**src/rtl/idle_pkg.sv**
```systemverilog
package idle_pkg;
  localparam int ST_W   = 3;
  localparam int HINT_W = 2;

  typedef enum logic [ST_W-1:0] {
    IS_RUN     = 3'd0,
    IS_HALT    = 3'd1,
    IS_MWAIT   = 3'd2,
    IS_C2      = 3'd3,
    IS_C3      = 3'd4,
    IS_STOPGNT = 3'd5,
    IS_FLUSH   = 3'd6,
    IS_SNOOP   = 3'd7
  } idle_st_t;

  // depth rank used to arbitrate simultaneous idle requests
  function automatic logic [1:0] depth_rank(idle_st_t s);
    case (s)
      IS_FLUSH: depth_rank = 2'd3;
      IS_C2:    depth_rank = 2'd2;
      IS_MWAIT: depth_rank = 2'd1;
      default:  depth_rank = 2'd0;
    endcase
  endfunction

  function automatic idle_st_t hint_target(logic [HINT_W-1:0] h);
    case (h)
      2'd0:    hint_target = IS_MWAIT;
      2'd1:    hint_target = IS_C2;
      default: hint_target = IS_FLUSH;
    endcase
  endfunction

  function automatic logic is_snoopable(idle_st_t s);
    is_snoopable = (s == IS_HALT) || (s == IS_MWAIT) ||
                   (s == IS_C2)   || (s == IS_STOPGNT);
  endfunction

  function automatic logic stop_clock_deaf(idle_st_t s);
    stop_clock_deaf = (s == IS_C2) || (s == IS_C3);
  endfunction

  function automatic logic sg_visible(idle_st_t s);
    sg_visible = (s == IS_STOPGNT) || stop_clock_deaf(s);
  endfunction
endpackage

```
**src/rtl/idle_req_dec.sv**
```systemverilog
module idle_req_dec
  import idle_pkg::*;
(
  input  logic              halt_req,
  input  logic              mwait_req,
  input  logic [HINT_W-1:0] mwait_hint,
  input  logic              lvl2_rd,
  input  logic              lvl3_rd,
  output logic              entry_vld,
  output idle_st_t          entry_tgt
);
  localparam int NUM_SRC = 4;

  logic     src_vld [NUM_SRC];
  idle_st_t src_tgt [NUM_SRC];

  always_comb begin
    src_vld[0] = halt_req;   src_tgt[0] = IS_HALT;
    src_vld[1] = mwait_req;  src_tgt[1] = hint_target(mwait_hint);
    src_vld[2] = lvl2_rd;    src_tgt[2] = IS_C2;
    src_vld[3] = lvl3_rd;    src_tgt[3] = IS_FLUSH;
  end

  // deepest requested target wins
  always_comb begin
    entry_vld = 1'b0;
    entry_tgt = IS_RUN;
    for (int i = 0; i < NUM_SRC; i++) begin
      if (src_vld[i] && (!entry_vld || depth_rank(src_tgt[i]) > depth_rank(entry_tgt))) begin
        entry_vld = 1'b1;
        entry_tgt = src_tgt[i];
      end
    end
  end
endmodule

```
**src/rtl/idle_wake.sv**
```systemverilog
module idle_wake
  import idle_pkg::*;
#(
  parameter int NUM_BRK = 7
) (
  input  logic [NUM_BRK-1:0] brk_lines,
  input  logic               mon_evt,
  input  logic               stpclk_n,
  input  idle_st_t           st,
  output logic               halt_brk,
  output logic               core_brk,
  output logic               wake_now
);
  assign halt_brk = |brk_lines;
  assign core_brk = (halt_brk | mon_evt) & stpclk_n;

  always_comb begin
    case (st)
      IS_HALT:      wake_now = halt_brk;
      IS_MWAIT:     wake_now = halt_brk | mon_evt;
      IS_C2, IS_C3: wake_now = core_brk;
      default:      wake_now = 1'b0;
    endcase
  end
endmodule

```
**src/rtl/idle_seq.sv**
```systemverilog
module idle_seq
  import idle_pkg::*;
(
  input  logic     clk,
  input  logic     rst_n,
  input  logic     core_reset,
  input  logic     stpclk_n,
  input  logic     snoop_req,
  input  logic     flush_done,
  input  logic     entry_vld,
  input  idle_st_t entry_tgt,
  input  logic     wake_now,
  output idle_st_t st_q,
  output logic     flush_req_q,
  output logic     clk_en_q
);
  idle_st_t st_nxt, sg_ret_q, sg_ret_nxt, snp_ret_q, snp_ret_nxt;
  logic     stp_on;

  assign stp_on = ~stpclk_n;

  always_comb begin
    st_nxt      = st_q;
    sg_ret_nxt  = sg_ret_q;
    snp_ret_nxt = snp_ret_q;
    if (core_reset) begin
      st_nxt = IS_RUN;
    end else begin
      case (st_q)
        IS_RUN: begin
          if (stp_on) begin
            st_nxt     = IS_STOPGNT;
            sg_ret_nxt = IS_RUN;
          end else if (entry_vld) begin
            st_nxt = entry_tgt;
          end
        end
        IS_HALT, IS_MWAIT: begin
          if (stp_on) begin
            st_nxt     = IS_STOPGNT;
            sg_ret_nxt = st_q;
          end else if (wake_now) begin
            st_nxt = IS_RUN;
          end else if (snoop_req) begin
            st_nxt      = IS_SNOOP;
            snp_ret_nxt = st_q;
          end
        end
        IS_C2: begin
          if (wake_now) begin
            st_nxt = IS_RUN;
          end else if (snoop_req && is_snoopable(st_q)) begin
            st_nxt      = IS_SNOOP;
            snp_ret_nxt = IS_C2;
          end
        end
        IS_FLUSH: begin
          if (flush_done) st_nxt = IS_C3;
        end
        IS_C3: begin
          if (wake_now) st_nxt = IS_RUN;
        end
        IS_STOPGNT: begin
          if (!stp_on) begin
            st_nxt = sg_ret_q;
          end else if (snoop_req) begin
            st_nxt      = IS_SNOOP;
            snp_ret_nxt = IS_STOPGNT;
          end
        end
        default: st_nxt = snp_ret_q;  // IS_SNOOP lasts one cycle
      endcase
    end
  end

  always_ff @(posedge clk or negedge rst_n) begin
    if (!rst_n) begin
      st_q        <= IS_RUN;
      sg_ret_q    <= IS_RUN;
      snp_ret_q   <= IS_RUN;
      flush_req_q <= 1'b0;
      clk_en_q    <= 1'b1;
    end else begin
      st_q        <= st_nxt;
      sg_ret_q    <= sg_ret_nxt;
      snp_ret_q   <= snp_ret_nxt;
      flush_req_q <= (st_nxt == IS_FLUSH) && (st_q != IS_FLUSH);
      clk_en_q    <= (st_nxt != IS_C3);
    end
  end
endmodule

```
**src/rtl/idle_ctl.sv**
```systemverilog
module idle_ctl
  import idle_pkg::*;
#(
  parameter int NUM_BRK = 7
) (
  input  logic               clk,
  input  logic               rst_n,
  input  logic               halt_req_i,
  input  logic               mwait_req_i,
  input  logic [HINT_W-1:0]  mwait_hint_i,
  input  logic               lvl2_rd_i,
  input  logic               lvl3_rd_i,
  input  logic [NUM_BRK-1:0] brk_lines_i,
  input  logic               core_reset_i,
  input  logic               mon_evt_i,
  input  logic               stpclk_n_i,
  input  logic               snoop_req_i,
  input  logic               flush_done_i,
  output logic [ST_W-1:0]    state_o,
  output logic               flush_req_o,
  output logic               clk_en_o,
  output logic               snoop_ack_o,
  output logic               sg_ack_req_o
);
  idle_st_t st_q;
  idle_st_t entry_tgt;
  logic     entry_vld;
  logic     halt_brk;
  logic     core_brk;
  logic     wake_now;

  idle_req_dec u_dec (
    .halt_req   (halt_req_i),
    .mwait_req  (mwait_req_i),
    .mwait_hint (mwait_hint_i),
    .lvl2_rd    (lvl2_rd_i),
    .lvl3_rd    (lvl3_rd_i),
    .entry_vld  (entry_vld),
    .entry_tgt  (entry_tgt)
  );

  idle_wake #(.NUM_BRK(NUM_BRK)) u_wake (
    .brk_lines (brk_lines_i),
    .mon_evt   (mon_evt_i),
    .stpclk_n  (stpclk_n_i),
    .st        (st_q),
    .halt_brk  (halt_brk),
    .core_brk  (core_brk),
    .wake_now  (wake_now)
  );

  idle_seq u_seq (
    .clk         (clk),
    .rst_n       (rst_n),
    .core_reset  (core_reset_i),
    .stpclk_n    (stpclk_n_i),
    .snoop_req   (snoop_req_i),
    .flush_done  (flush_done_i),
    .entry_vld   (entry_vld),
    .entry_tgt   (entry_tgt),
    .wake_now    (wake_now),
    .st_q        (st_q),
    .flush_req_q (flush_req_o),
    .clk_en_q    (clk_en_o)
  );

  assign state_o      = st_q;
  assign snoop_ack_o  = (st_q == IS_SNOOP);
  assign sg_ack_req_o = ~stpclk_n_i & sg_visible(st_q);
endmodule

```
**config.mk**
```make
export PLATFORM = sky130hd
export DESIGN_NAME = idle_ctl
export DESIGN_NICKNAME = d
export VERILOG_FILES = /design/src/rtl/idle_pkg.sv /design/src/rtl/idle_req_dec.sv /design/src/rtl/idle_wake.sv /design/src/rtl/idle_seq.sv /design/src/rtl/idle_ctl.sv
export SDC_FILE = /design/constraint.sdc
export NUM_CORES = 1
export LEC_CHECK = 0
export ABC_AREA = 1
export BUFFER_PORTS_ARGS = -buffer_cell sky130_fd_sc_hd__buf_4
export CORE_UTILIZATION = 53
export CTS_CLUSTER_SIZE = 30
export DETAILED_ROUTE_END_ITERATION = 6
export GPL_TIMING_DRIVEN = 0
export HOLD_SLACK_MARGIN = 0.08
export PLACE_DENSITY = 0.82
export RECOVER_POWER = 25
export SLEW_MARGIN = 20
export SYNTH_ARGS = -nofsm -noshare
export SYNTH_HDL_FRONTEND = slang
export SYNTH_SLANG_ARGS = --single-unit
```
**constraint.sdc**
```tcl
create_clock -name clk -period 3.7 [get_ports clk]
set_input_delay 0.37 -clock clk [delete_from_list [all_inputs] [get_ports clk]]
set_output_delay 0.37 -clock clk [all_outputs]
set_load 0.005 [all_outputs]
```
* Yosys cells after proc, flatten, opt, wreduce, memory -nomap -nowiden
Index checks and enable logic that the tools add are counted.
Cells by class: multiplexer cells 37, reductions and logical operators 25, bitwise gates (word level) 5, order comparisons 3, eq/ne operators 32
Operators with widths (count):
- $mux 3 | 23
- $eq 3x2->1 const B | 10
- $eq 3x3->1 const B | 8
- $pmux 2 s3 | 4
- $pmux 3 s6 | 1
- $ne 2x2->1 const B | 8
- $pmux 3 s2 | 2
- $pmux 3 s3 | 1
- $reduce_and 9->1 | 1
- $logic_or 1x1->1 | 8
- $reduce_or 7->1 | 1
- $ne 3x3->1 const B | 2
- $logic_and 1x1->1 | 5
- $mux 1 | 5
- $gt 2x2->1 const A | 2
- $reduce_and 4->1 | 1
- $reduce_or 2->1 | 2
- $eq 1x3->1 const B | 1
- $eq 3x1->1 const B | 1
- $logic_not 1->1 | 3
- $logic_not 3->1 | 1
- $pmux 1 s3 | 1
- $reduce_bool 3->1 | 1
- $and 1x1->1 | 2
- other kinds (7) | 8
Storage, ports and cells: bits of input ports 20, logic and storage cells 107, flip-flop bits (word level) 11, output and inout bits 7

* Longest topological paths before layout
Gate-level depths: netlist of run 1.
depth after elaboration 26, mapped depth 14, depth with buffers taken out 13

* Hierarchy
Synthesis of run 1 repeated with hierarchy kept, for this count alone.
Second synthesis, totals: cell total of the unflattened synthesis 158, area total of the unflattened synthesis 970.9 µm²
Modules (own cells, without submodules):
- idle_seq | instances 1, sequential area each 276.5 µm², area an instance 738.2 µm², cells an instance 104
- idle_wake | instances 1, sequential area each 0.0 µm², area an instance 143.9 µm², cells an instance 33
- idle_req_dec | instances 1, sequential area each 0.0 µm², area an instance 58.8 µm², cells an instance 14
- idle_ctl | instances 1, sequential area each 0.0 µm², area an instance 30.0 µm², cells an instance 7

* Worst setup path before layout of run 1
OpenSTA, ideal clock, no wires.
path kind reg2reg, start point register u_seq.st_q[1], end point register u_seq.snp_ret_q[2], buffers on the path 1, slack 2241 ps, stages on the path, launching flop included 14, setup time 123 ps, data arrival time 1336 ps, clock period less this slack 1459 ps, data required time 3577 ps, path through dfrtp_1 -> buf_6 -> nand2_2 -> clkinv_1 -> nand2_2 -> nand2_2 -> nand2_2 -> nand3_2 -> nand2_4 -> nand2_2 -> nand2_1 -> nand3_2 -> nand2_1 -> o21ai_1
Between the ends: longest elaborated chain between the ends 7, elaborated cells between the ends (all ways) 22
Ends and longest elaborated chain:
- from (decl) | line idle_seq.sv:13 | output idle_st_t st_q,
- from (signal assigned) | line idle_seq.sv:84 | st_q <= st_nxt;
- parallel branches: the longest is 7 deep, another holds $reduce_and 9->1
- to (signal assigned) | line idle_seq.sv:86 | snp_ret_q <= snp_ret_nxt;
- to (decl) | line idle_seq.sv:17 | idle_st_t st_nxt, sg_ret_q, sg_ret_nxt, snp_ret_q, snp_ret_nxt;
Several ways; the timed one is not identified. A chain may end at the register's enable or synchronous reset.

* Worst setup path in the final report of run 1
start point register u_seq.st_q[2], end point output port sg_ack_req_o
Between the ends: longest elaborated chain between the ends 4, elaborated cells between the ends (all ways) 6
Ends and longest elaborated chain:
- $eq 3x2->1 / $eq 3x3->1 (equally long branches) | line idle_pkg.sv:40 | stop_clock_deaf = (s == IS_C2) || (s == IS_C3);
- $logic_or 1x1->1 | line idle_pkg.sv:40
- $logic_or 1x1->1 * | line idle_pkg.sv:44 | sg_visible = (s == IS_STOPGNT) || stop_clock_deaf(s);
- $and 1x1->1 * | line idle_ctl.sv:69 | assign sg_ack_req_o = ~stpclk_n_i & sg_visible(st_q);
- to (decl) | line idle_ctl.sv:23 | output logic sg_ack_req_o
Mark *: on every way between the ends. The rest lies on a longest branch, timed or not.

==> results of run 1 <==
==> timing repair <==
item	CTS	global route
hold buffers	1	0
hold endpoints to repair	10	0
resized for setup	0	0
setup endpoints to repair	0	0
==> critical path, stage by stage (launching register included) <==
cell	delay (ns)
dfrtp_1	0.50
inv_2	0.13
nor2_2	0.22
inv_2	0.06
a31oi_1	0.14
buf_4	0.13
==> cells by family after synthesis <==
| logic type | after synthesis | share of synthesized area [%] |
|---|---|---|
| flops | 11 | 32.2 |
| simple gates | 86 | 46.2 |
| compound gates | 15 | 9.77 |
| buf+inv | 24 | 11.8 |
==> metrics by stage <==
stage | setup slack, ns | power, mW | hold WS (ns)
after floorplan | 2.24 | 0.460 | 0.0744
after global placement | 2.15 | 0.572 | 0.203
after detailed placement | 2.10 | 0.579 | 0.207
after CTS | 1.88 | 0.662 | 0.390
after global routing | 1.81 | 0.720 | 0.405
final | 1.87 | 0.664 | 0.404
==> power by group <==
| group | leakage [nW] | internal (mW) | switching (mW) | total [mW] |
|---|---|---|---|---|
| logic | 0.447 | 0.150 | 0.224 | 0.374 |
| registers | 0.142 | 0.168 | 0.0400 | 0.208 |
| clock network | 0.0150 | 0.0418 | 0.0404 | 0.0822 |
| total | 0.604 | 0.359 | 0.304 | 0.664 |
==> area by class of cell <==
| type | instances | area [µm²] |
|---|---|---|
| inverter | 22 | 82.6 |
| multi-input combinational | 101 | 480 |
| buffer | 2 | 18.8 |
| fill | 126 | 408 |
| tap | 16 | 20.0 |
| sequential | 11 | 277 |
| timing repair buffer | 26 | 194 |
| clock buffer | 4 | 26.3 |
==> sequential cells by signal, summed over array words and instances (netlist names) <==
signal	flops
u_seq.snp_ret_q	3
u_seq.flush_req_q	1
u_seq.clk_en_q	1
u_seq.st_q	3
u_seq.sg_ret_q	3
==> Yosys cell counts, types with 2 or more instances <==
| cell type | instances |
|---|---|
| a21oi_1 | 4 |
| dfrtp_1 | 10 |
| inv_1 | 16 |
| inv_2 | 5 |
| nand2_1 | 30 |
| nand2_2 | 8 |
| nand3_1 | 11 |
| nand3_2 | 2 |
| nand4_1 | 2 |
| nor2_1 | 26 |
| nor2_2 | 3 |
| nor4_1 | 2 |
| o211ai_1 | 3 |
| o21ai_0 | 3 |
| o21ai_1 | 4 |
==> per-layer routing <==
layer | vias up | track usage, % | share of wire [%]
met5 | - | 0 | 0
met3 | 4 | 6.90 | 4.7
met2 | 32 | 45.2 | 51
met1 | 414 | 28.8 | 43
li1 | 486 | - | -
met4 | 0 | 6.88 | 0.90
==> path summary, 6_finish.rpt <==
path                       slack, ns          startpoint  cells after the start                 end
setup / recovery                1.87       u_seq.st_q[2]                      5        sg_ack_req_o
hold / removal                  0.40        core_reset_i                      3      u_seq.clk_en_q
setup reg to reg                2.08       u_seq.st_q[1]                     13  u_seq.snp_ret_q[0]
hold reg to reg                 0.51  u_seq.snp_ret_q[1]                      2  u_seq.snp_ret_q[1]
max in group asynchronous       2.72               rst_n                      2      u_seq.clk_en_q
min in group asynchronous       0.60               rst_n                      2   u_seq.flush_req_q
==> tab_implementation.tex, run 1 <==
\begin{tabular}{lr}
\hline
Metric & Value \\
\hline
\multicolumn{2}{l}{\textbf{Floorplan}} \\
\quad Number of placement rows & 14 \\
\quad Placeable core region & 1510 µm² \\
\quad Starting density of the core & 57.0\% \\
\quad Height of the chip & 42.2 µm \\
\quad Area of the die & 1780 µm² \\
\quad Top-Level Pins & 27 \\
\quad Chip width & 42.2 µm \\
\multicolumn{2}{l}{\textbf{Power and ir drop}} \\
\quad Max rail drop VDD & 340 µV \\
\quad Leakage power of the design & 0.604 nW \\
\quad Power density over the cells & 604 nW/µm² \\
\multicolumn{2}{l}{\textbf{Layout}} \\
\quad Final standard cell utilization of the core & 72.9\% \\
\quad Final net count & 187 \\
\quad Commonest cells after routing, fill and taps aside & nand2\_1, nor2\_1, buf\_4 \\
\quad Number of standard cells in the final layout excluding fillers & 182 \\
\quad Area added between synthesis and finish & 28.0\% \\
\quad Finished layout cell area & 1100 µm² \\
\quad Leading cell type in the layout, fill and taps excluded & nand2\_1 \\
\quad Fraction of final layout cells sized beyond drive strength 1 & 29.5\% \\
\quad Antenna diodes & 0 \\
\multicolumn{2}{l}{\textbf{Synth}} \\
\quad Post-Syn Instances & 136 \\
\quad Share of synthesized area occupied by flip-flops and latches & 32.2\% \\
\quad Per-instance average area after synthesis & 6.31 µm² \\
\quad Post-synth design cell area & 858 µm² \\
\quad Cell type with the highest aggregate area in the netlist & dfrtp\_1 \\
\quad Post-synth top flop & dfrtp\_1 \\
\quad Number of warning messages in the yosys log & 0 \\
\quad Post-synth top area share & 29.2\% \\
\quad Number of distinct standard cells referenced by the synthesized netlist & 22 \\
\quad Flip-flop and latch count after synthesis & 11 \\
\quad Proportion of synthesized flip-flops having asynchronous set or reset & 100\% \\
\quad Post-synth EDFFs & 0 \\
\quad Top cells by area in the synthesized netlist & dfrtp\_1, nand2\_1, nor2\_1 \\
\quad Post-synth net total & 156 \\
\multicolumn{2}{l}{\textbf{Min path}} \\
\quad Path class of the lowest-slack min-delay path & input port to flop \\
\multicolumn{2}{l}{\textbf{Clocking}} \\
\quad Number of sinks handled by clock tree synthesis & 11 \\
\quad CTS root buffer & clkbuf\_4 \\
\quad Number of post-CTS setup repair buffers & 0 \\
\quad CTS max path bufs & 2 \\
\quad CTS clock-pin slew for the worst setup and hold paths & 0.07 ns \\
\quad Source-to-sink clock delay at the later pin of the worst-skew pair & 0.27 ns \\
\quad Number of clock buffers inserted by TritonCTS & 3 \\
\quad H-tree depth & 1 \\
\quad TritonCTS clock tree & done \\
\multicolumn{2}{l}{\textbf{Timing}} \\
\quad Final total negative setup slack & 0 ns \\
\quad Fin. max-slew vios & 0 \\
\quad Slew at the pin closest to its max-slew limit & 0.569 ns \\
\quad Final worst-path cycle share & 49.6\% \\
\quad Minimum clock period & 1.83 ns \\
\quad Tightest slew margin relative to the limit & 62.0\% \\
\quad Number of setup violations in the final report & 0 \\
\quad Unrepaired setup endpoints after global routing & false \\
\quad Clock Skews & 0.00159 ns \\
\quad Achievable Freq & 545 MHz \\
\quad Hold Vio Cnt, Final & 0 \\
\multicolumn{2}{l}{\textbf{Setup path}} \\
\quad Required time of the critical path & 3.33 ns \\
\quad Kind of start point of the critical path & flop \\
\quad Endpoint kind of the worst setup timing path & output port \\
\quad Category of the critical setup timing path & flop to output port \\
\quad Crit-path max FO & 8 \\
\quad Endpoint arrival time on the critical path & 1.46 ns \\
\multicolumn{2}{l}{\textbf{GRT}} \\
\quad Initial antenna violation count & 0 \\
\quad Global-route wire length before repair & 3390 µm \\
\quad GRT overflow & 0 \\
\quad Vias in the first global route & 845 \\
\quad Pin count of the biggest net entering global routing & 12 \\
\quad Overall Global Routing Usage & 25.1\% \\
\multicolumn{2}{l}{\textbf{Drt}} \\
\quad Violation count after the first detailed-route iteration & 31 \\
\quad DRC violation count after routing & 0 \\
\quad 1st-pass router iterations & 4 \\
\quad DR WL/cell & 11.5 µm \\
\quad Average vias per placed instance & 5.14 \\
\quad Final routed wirelength across all metal layers & 2100 µm \\
\quad Vias & 936 \\
\quad Count of antenna-violating nets left after detailed routing & 0 \\
\multicolumn{2}{l}{\textbf{Job}} \\
\quad Max capacitance violation total & 0 \\
\multicolumn{2}{l}{\textbf{Placement}} \\
\quad Area post-placement & 1070 µm² \\
\quad Gp weighted congestion & 0.884 \\
\quad DP Wirelength & 1680 µm \\
\quad PortBufs & 25 \\
\quad Total instance count after detailed placement & 177 \\
\multicolumn{2}{l}{\textbf{Status}} \\
\quad Status & finished clean \\
\hline
\end{tabular}
(Power assumes the default switching activity.)
==> run 2, diff against run 1 <==
- CORE_UTILIZATION: 53 -> 49
- PLACE_DENSITY: 0.82 -> 0.77
- clock period: 3.7 -> 1.9 ns (I/O delays scaled with it)
==> run 2 against run 1 <==
  * Non-clock buffer count is the same
  * Sequential power grew 93%
  * Register-to-register slack lost 1.8 ns
  * First-iteration DRC count shrank 48%
  * Clock-buffer cell count is the same
  * Global-route usage grew 0.60 points
  * Worst hold slack lost 0.19 ns
  * Wire length grew 5.0%
  * Largest cell class unchanged
==> tab_implementation.tex, run 2 (synthesis gave the netlist of run 1 again) <==
\begin{tabular}{lr}
\hline
Metric & Value \\
\hline
\multicolumn{2}{l}{\textbf{Timing}} \\
\quad Worst setup slack after layout & 0.249 ns (-1.62 ns) \\
\quad Slew at the pin closest to its max-slew limit & 0.621 ns (+0.0520 ns) \\
\quad Unrepaired setup endpoints after global routing & false \\
\quad Number of setup violations in the final report & 0 (unchanged) \\
\quad Final total negative setup slack & 0 ns (unchanged) \\
\quad Hold Vio Cnt, Final & 0 (unchanged) \\
\quad Tightest slew margin relative to the limit & 58.6\% (-3.5 points) \\
\quad Fin. max-slew vios & 0 (unchanged) \\
\quad Final worst-path cycle share & 86.9\% \\
\quad Achievable Freq & 606 MHz \\
\quad Clock Skews & 0.00449 ns (+0.00290 ns) \\
\quad Minimum clock period & 1.65 ns \\
\multicolumn{2}{l}{\textbf{Floorplan}} \\
\quad Starting density of the core & 54.4\% (-2.5 points) \\
\quad Placeable core region & 1580 µm² (+4.7\%) \\
\quad Area of the die & 1920 µm² (+7.8\%) \\
\quad Height of the chip & 43.9 µm (+3.8\%) \\
\quad Number of placement rows & 14 (unchanged) \\
\quad Chip width & 43.9 µm (+3.8\%) \\
\quad Top-Level Pins & 27 (unchanged) \\
\multicolumn{2}{l}{\textbf{Setup path}} \\
\quad CP delay by family, top & flip-flops \\
\quad Worst-path cell chain & inv\_2 -> nor2\_2 -> inv\_2 -> a31oi\_1 -> buf\_4 \\
\quad Required time of the critical path & 1.71 ns (-1.62 ns) \\
\quad Kind of start point of the critical path & flop \\
\quad Buf+Inv Stages, Crit Path & 3 (unchanged) \\
\quad Worst path most repeated cell & inv\_2 \\
\quad Critical path's slowest cell & dfrtp\_1 \\
\quad Slowest stage delay, CP & 0.51 ns (about the same) \\
\quad Category of the critical setup timing path & flop to output port \\
\quad Endpoint arrival time on the critical path & 1.46 ns (about the same) \\
\quad Crit-path max FO & 8 (unchanged) \\
\quad Endpoint kind of the worst setup timing path & output port \\
\multicolumn{2}{l}{\textbf{Job}} \\
\quad Max capacitance violation total & 0 (unchanged) \\
\multicolumn{2}{l}{\textbf{Drt}} \\
\quad 1st-pass router iterations & 6 (+2) \\
\quad Final routed wirelength across all metal layers & 2210 µm (+5.0\%) \\
\quad Violation count after the first detailed-route iteration & 16 (-48\%) \\
\quad DRC violation count after routing & 0 (unchanged) \\
\quad Average vias per placed instance & 5.21 (+1.4\%) \\
\quad Vias & 949 (+1.4\%) \\
\quad DR WL/cell & 12.1 µm (+5.0\%) \\
\quad Count of antenna-violating nets left after detailed routing & 0 (unchanged) \\
\multicolumn{2}{l}{\textbf{Power and ir drop}} \\
\quad Power density over the cells & 1180 nW/µm² (+96\%) \\
\quad Leakage power of the design & 0.604 nW (unchanged) \\
\quad Max rail drop VDD & 670 µV (+97\%) \\
\multicolumn{2}{l}{\textbf{Placement}} \\
\quad Total instance count after detailed placement & 177 (unchanged) \\
\quad Setup WS pre-CTS & 0.290 ns (-1.81 ns) \\
\quad DP Wirelength & 1780 µm (+5.8\%) \\
\quad PortBufs & 25 (unchanged) \\
\quad Gp weighted congestion & 0.836 (-5.4\%) \\
\multicolumn{2}{l}{\textbf{Clocking}} \\
\quad H-tree depth & 1 (unchanged) \\
\quad CTS clock-pin slew for the worst setup and hold paths & 0.07 ns (about the same) \\
\quad Number of clock buffers inserted by TritonCTS & 3 (unchanged) \\
\quad TritonCTS clock tree & done \\
\quad Number of sinks handled by clock tree synthesis & 11 (unchanged) \\
\quad Source-to-sink clock delay at the later pin of the worst-skew pair & 0.27 ns (about the same) \\
\quad CTS root buffer & clkbuf\_4 \\
\quad CTS max path bufs & 2 (unchanged) \\
\quad Number of post-CTS setup repair buffers & 0 (unchanged) \\
\multicolumn{2}{l}{\textbf{GRT}} \\
\quad Vias in the first global route & 897 (+6.2\%) \\
\quad Pin count of the biggest net entering global routing & 12 (unchanged) \\
\quad GRT overflow & 0 (unchanged) \\
\quad Global-route wire length before repair & 3550 µm (+4.9\%) \\
\quad Overall Global Routing Usage & 25.7\% (+0.60 points) \\
\quad Initial antenna violation count & 0 (unchanged) \\
\multicolumn{2}{l}{\textbf{Layout}} \\
\quad Leading cell type in the layout, fill and taps excluded & nand2\_1 \\
\quad Fraction of final layout cells sized beyond drive strength 1 & 29.5\% (unchanged) \\
\quad Final net count & 187 (unchanged) \\
\quad Commonest cells after routing, fill and taps aside & nand2\_1, nor2\_1, buf\_4 \\
\quad Final standard cell utilization of the core & 69.7\% (-3.2 points) \\
\quad Fill cell instance count of the final layout & 148 (+17\%) \\
\quad Registers with the most flip-flops & u\_seq.sg\_ret\_q (3), u\_seq.snp\_ret\_q (3), u\_seq.st\_q (3) \\
\quad Area added between synthesis and finish & 28.0\% (unchanged) \\
\quad Number of standard cells in the final layout excluding fillers & 182 (unchanged) \\
\quad Antenna diodes & 0 (unchanged) \\
\multicolumn{2}{l}{\textbf{Status}} \\
\quad Status & finished clean \\
\multicolumn{2}{l}{\textbf{Min path}} \\
\quad Path class of the lowest-slack min-delay path & input port to flop \\
\hline
\end{tabular}
[run 2: area by class of cell]
type | count | area [µm²] | share of cell area [%]
tap | 16 | 20.0 | 1.82
multi-input combinational | 101 | 480 | 43.7
inverter | 22 | 82.6 | 7.52
sequential | 11 | 277 | 25.2
buffer | 2 | 18.8 | 1.71
clock buffer | 4 | 26.3 | 2.39
timing repair buffer | 26 | 194 | 17.7
[run 2: final timing paths]
kind	startpoint	endpoint	slack, ns	cells after the start
worst max-delay path	u_seq.st_q[2]	sg_ack_req_o	0.25	5
worst min-delay path	core_reset_i	u_seq.clk_en_q	0.21	3
worst max register to register	u_seq.st_q[2]	u_seq.snp_ret_q[0]	0.26	11
worst min register to register	u_seq.snp_ret_q[2]	u_seq.snp_ret_q[2]	0.51	2
max in group asynchronous	rst_n	u_seq.flush_req_q	1.06	2
min in group asynchronous	rst_n	u_seq.sg_ret_q[0]	0.44	2
[run 2: worst reg2reg max path, cell delays in order (launching register included)]
cell and delay (ns):
dfrtp_1 0.51, inv_2 0.14, nand2_2 0.14, nand2_2 0.06
nand2_2 0.05, nand3_2 0.09, nand2_4 0.10, nand2_2 0.05
nand2_1 0.07, nand3_2 0.14, nand2_1 0.10, o21ai_1 0.07
[run 2: repair_timing]
| action | 4_1_cts | 5_1_grt |
|---|---|---|
| endpoints found under the hold margin | 11 | 0 |
| hold buffers | 1 | 0 |
| gates resized for setup | 0 | 0 |
[run 2: metrics by stage]
step | cell area, µm² | total power [mW] | hold WS (ns)
after floorplan | 858 | 0.896 | -0.106
after global placement | 1070 | 1.12 | 0.0244
after detailed placement | 1070 | 1.13 | 0.0337
final | 1100 | 1.30 | 0.211
after CTS | 1100 | 1.30 | 0.201
after global routing | 1100 | 1.41 | 0.214
[run 2: power breakdown]
part | switching (mW) | total [mW] | internal, mW
clock network | 0.0800 | 0.161 | 0.0815
registers | 0.0751 | 0.402 | 0.327
logic | 0.445 | 0.737 | 0.292
[run 2: per-layer routing]
layer  routed length [µm]  track usage [%]  up-vias  part of all wire [%]
met3                  109             7.92        6                   4.9
met2                 1160             49.0       29                    52
li1                     -                -      491                     -
met5                    0                0        -                     0
met4                   31             7.27        0                   1.4
met1                  907             26.8      423                    41
==> run 3, diff against run 2 <==
- CORE_UTILIZATION: 49 -> 51
- PLACE_DENSITY: 0.77 -> 0.78
- SYNTH_HIERARCHICAL: unset -> 1
==> run 3 against run 2 <==
  * Critical path type is now flop to flop
  * Maximum frequency decreased by 5.9%
  * Critical path depth rose by 6
  * Via count up 10%
  * First-iteration DRC count increased by 94%
  * Die area grew 7.2%
  * Register-to-register slack got worse by 0.11 ns
  * Combinational power about the same
  * Worst hold slack worse by 0.11 ns
  * Clock-buffer cell count is the same
==> tab_implementation.tex, run 3 <==
\begin{tabular}{lr}
\hline
Metric & Value \\
\hline
\multicolumn{2}{l}{\textbf{Layout}} \\
\quad Commonest cells after routing, fill and taps aside & nand2\_1, buf\_4, inv\_1 \\
\quad Fraction of final layout cells sized beyond drive strength 1 & 26.2\% (-3.3 points) \\
\quad Antenna diodes & 0 (unchanged) \\
\quad Area taken by flip-flops and latches & 279 µm² (+0.91\%) \\
\quad Final net count & 208 (+11\%) \\
\quad Number of standard cells in the final layout excluding fillers & 212 (+16\%) \\
\quad Fill cell instance count of the final layout & 163 (+10\%) \\
\quad Leading cell type in the layout, fill and taps excluded & nand2\_1 \\
\quad Combined area of the multi-input logic cells & 558 µm² (+16\%) \\
\quad Registers with the most flip-flops & u\_seq/sg\_ret\_q (3), u\_seq/snp\_ret\_q (3), u\_seq/st\_q (3) \\
\quad Area added between synthesis and finish & 27.2\% \\
\multicolumn{2}{l}{\textbf{Synth}} \\
\quad Post-Syn Instances & 156 (+15\%) \\
\quad Post-synth net total & 176 (+13\%) \\
\quad Post-synth design cell area & 961 µm² (+12\%) \\
\quad Number of warning messages in the yosys log & 6 (+6) \\
\quad Per-instance average area after synthesis & 6.16 µm² (-2.4\%) \\
\multicolumn{2}{l}{\textbf{Clocking}} \\
\quad Number of clock buffers inserted by TritonCTS & 3 (unchanged) \\
\quad Source-to-sink clock delay at the later pin of the worst-skew pair & 0.26 ns (about the same) \\
\quad TritonCTS clock tree & done \\
\quad Number of post-CTS setup repair buffers & 0 (unchanged) \\
\quad H-tree depth & 1 (unchanged) \\
\quad Number of sinks handled by clock tree synthesis & 11 (unchanged) \\
\quad CTS max path bufs & 2 (unchanged) \\
\quad CTS clock-pin slew for the worst setup and hold paths & 0.07 ns (about the same) \\
\quad CTS root buffer & clkbuf\_4 \\
\multicolumn{2}{l}{\textbf{Setup path}} \\
\quad Endpoint kind of the worst setup timing path & flop \\
\quad Required time of the critical path & 2.09 ns (+0.38 ns) \\
\quad Category of the critical setup timing path & flop to flop \\
\quad CP delay by family, top & simple AND/OR/NAND/NOR gates \\
\quad Buf+Inv Stages, Crit Path & 2 (-1) \\
\quad Critical path's slowest cell & dfrtp\_2 \\
\quad Setup slack on the worst flop-to-flop path & 0.15 ns (-0.11 ns) \\
\quad Slowest stage delay, CP & 0.50 ns (about the same) \\
\quad Endpoint arrival time on the critical path & 1.95 ns (+0.49 ns) \\
\quad Worst path most repeated cell & nand3\_1 \\
\quad Number of cells on the critical path & 11 (+6) \\
\quad Number of cells on the worst reg-to-reg path & 11 (unchanged) \\
\quad Worst r2r src & u\_seq/st\_q[2] \\
\quad Crit-path max FO & 12 (+4) \\
\quad Capturing point of the worst reg2reg path & u\_seq/flush\_req\_q \\
\quad Kind of start point of the critical path & flop \\
\quad Worst-path cell chain & inv\_1 -> nand3\_1 -> nand2\_1 -> nand3\_1 -> nand2\_1 -> inv\_1 -> nand3\_1 -> nand3\_1 -> a21oi\_2 -> nand3\_1 -> nor2\_1 \\
\multicolumn{2}{l}{\textbf{Floorplan}} \\
\quad Placeable core region & 1750 µm² (+11\%) \\
\quad Area of the die & 2060 µm² (+7.2\%) \\
\quad Number of placement rows & 15 (+1) \\
\quad Starting density of the core & 55.1\% (+0.61 points) \\
\quad Chip width & 45.4 µm (+3.5\%) \\
\quad Height of the chip & 45.4 µm (+3.5\%) \\
\quad Top-Level Pins & 27 (unchanged) \\
\multicolumn{2}{l}{\textbf{Drt}} \\
\quad Routed metal-1 wire length & 930 µm (+2.5\%) \\
\quad DRC violation count after routing & 0 (unchanged) \\
\quad Violation count after the first detailed-route iteration & 31 (+15) \\
\quad Max Used Layer & met4 \\
\quad Vias & 1047 (+10\%) \\
\quad Met2 Wirelength & 1080 µm (-6.2\%) \\
\quad 1st-pass router iterations & 5 (-1) \\
\quad Average vias per placed instance & 4.94 (-5.3\%) \\
\quad Final routed wirelength across all metal layers & 2170 µm (-1.6\%) \\
\quad DR WL/cell & 10.2 µm (-16\%) \\
\quad Total met3 wirelength after detailed routing & 137 µm (+26\%) \\
\quad Count of antenna-violating nets left after detailed routing & 0 (unchanged) \\
\multicolumn{2}{l}{\textbf{Placement}} \\
\quad Total instance count after detailed placement & 207 (+17\%) \\
\quad DP Wirelength & 1730 µm (-2.6\%) \\
\quad Gp weighted congestion & 0.818 (-2.2\%) \\
\quad PortBufs & 26 (+4.0\%) \\
\multicolumn{2}{l}{\textbf{Power and ir drop}} \\
\quad Switching component of the power & 0.589 mW (-1.8\%) \\
\quad Switching Fraction & 45.9\% (-0.26 points) \\
\quad Power density over the cells & 1050 nW/µm² (-11\%) \\
\quad Part of the total power dissipated in sequential elements & 31.2\% (+0.3 points) \\
\quad Clock network power share & 11.6\% (-0.8 points) \\
\quad Internal cell power & 0.695 mW (-0.76\%) \\
\quad Max rail drop VDD & 758 µV (+13\%) \\
\quad Leakage power of the design & 0.669 nW (+11\%) \\
\quad Relative contribution of combinational cells to total power & 57.1\% (+0.5 points) \\
\multicolumn{2}{l}{\textbf{Timing}} \\
\quad Fin. max-slew vios & 0 (unchanged) \\
\quad Clock Skews & 0.00951 ns (+0.00502 ns) \\
\quad Unrepaired setup endpoints after global routing & false \\
\quad Tightest slew margin relative to the limit & 62.2\% (+3.6 points) \\
\quad Achievable Freq & 570 MHz (-5.9\%) \\
\quad Number of setup violations in the final report & 0 (unchanged) \\
\quad Final total negative setup slack & 0 ns (unchanged) \\
\quad Final worst-path cycle share & 92.3\% (+5.4 points) \\
\quad Minimum clock period & 1.75 ns (+0.103 ns) \\
\quad Hold Vio Cnt, Final & 0 (unchanged) \\
\quad Slew at the pin closest to its max-slew limit & 0.567 ns (-0.0546 ns) \\
\multicolumn{2}{l}{\textbf{Min path}} \\
\quad HP Start & core\_reset\_i \\
\quad WHS Endpoint & u\_seq/st\_q[2] \\
\quad Path class of the lowest-slack min-delay path & input port to flop \\
\quad Hold Path Stages & 2 (-1) \\
\multicolumn{2}{l}{\textbf{Job}} \\
\quad Max capacitance violation total & 0 (unchanged) \\
\multicolumn{2}{l}{\textbf{GRT}} \\
\quad Global-route wire length before repair & 3470 µm (-2.3\%) \\
\quad Initial antenna violation count & 0 (unchanged) \\
\quad Vias in the first global route & 906 (+1.0\%) \\
\quad GRT overflow & 0 (unchanged) \\
\quad Overall Global Routing Usage & 23.0\% (-2.6 points) \\
\quad Pin count of the biggest net entering global routing & 13 (+1) \\
\multicolumn{2}{l}{\textbf{Status}} \\
\quad Status & finished clean \\
\hline
\end{tabular}
run 3: layout make-up:
| class | count | area share (%) |
|---|---|---|
| sequential | 11 | 22.8 |
| multi-input combinational | 117 | 45.7 |
| clock buffer | 4 | 2.15 |
| inverter | 25 | 7.88 |
| buffer | 3 | 2.46 |
| tap | 25 | 2.56 |
| timing repair buffer | 27 | 16.5 |
run 3: stage by stage:
stage	power, mW	instance area (µm²)	setup WS [ns]	util, %	hold slack [ns]
after floorplan	0.914	961	0.332	-	-0.106
after global placement	1.10	1190	0.146	68.0	0.0247
after detailed placement	1.12	1190	0.113	68.0	0.0273
after CTS	1.28	1220	0.0973	70.1	0.0990
after global routing	1.41	1220	0.00702	70.0	0.0900
final	1.28	1220	0.146	70.0	0.103
run 3: how the worst max path moves through the flow:
stage	start	to	slack, ns
2_1_floorplan	u_seq/st_q[2]	u_seq/flush_req_q	0.33
3_3_place_gp	u_seq/st_q[2]	u_seq/flush_req_q	0.15
3_5_place_dp	u_seq/st_q[2]	u_seq/flush_req_q	0.11
4_1_cts	u_seq/st_q[2]	u_seq/flush_req_q	0.1
5_1_grt	u_seq/st_q[1]	u_seq/flush_req_q	0.007
6_report	u_seq/st_q[2]	u_seq/flush_req_q	0.15
run 3: power by group through the flow:
stage / logic, mW / clock network (mW) / registers [mW]
6_report: 0.734 / 0.150 / 0.401
4_1_cts: 0.728 / 0.155 / 0.394
5_1_grt: 0.824 / 0.169 / 0.414
3_5_place_dp: 0.722 / 0 / 0.399
2_1_floorplan: 0.526 / 0 / 0.388
3_3_place_gp: 0.705 / 0 / 0.399
run 3: metal layers:
| layer | GRT usage, % | vias up |
|---|---|---|
| met5 | 0 | - |
| met4 | 10.3 | 0 |
| met3 | 3.17 | 4 |
| met2 | 39.7 | 35 |
| met1 | 28.2 | 454 |
| li1 | - | 554 |
run 3: timing repair:
item	in CTS	in global routing
gates resized for setup	0	2
endpoints found under the hold margin	11	0
endpoints found under the setup margin	0	5
hold buffers	1	0
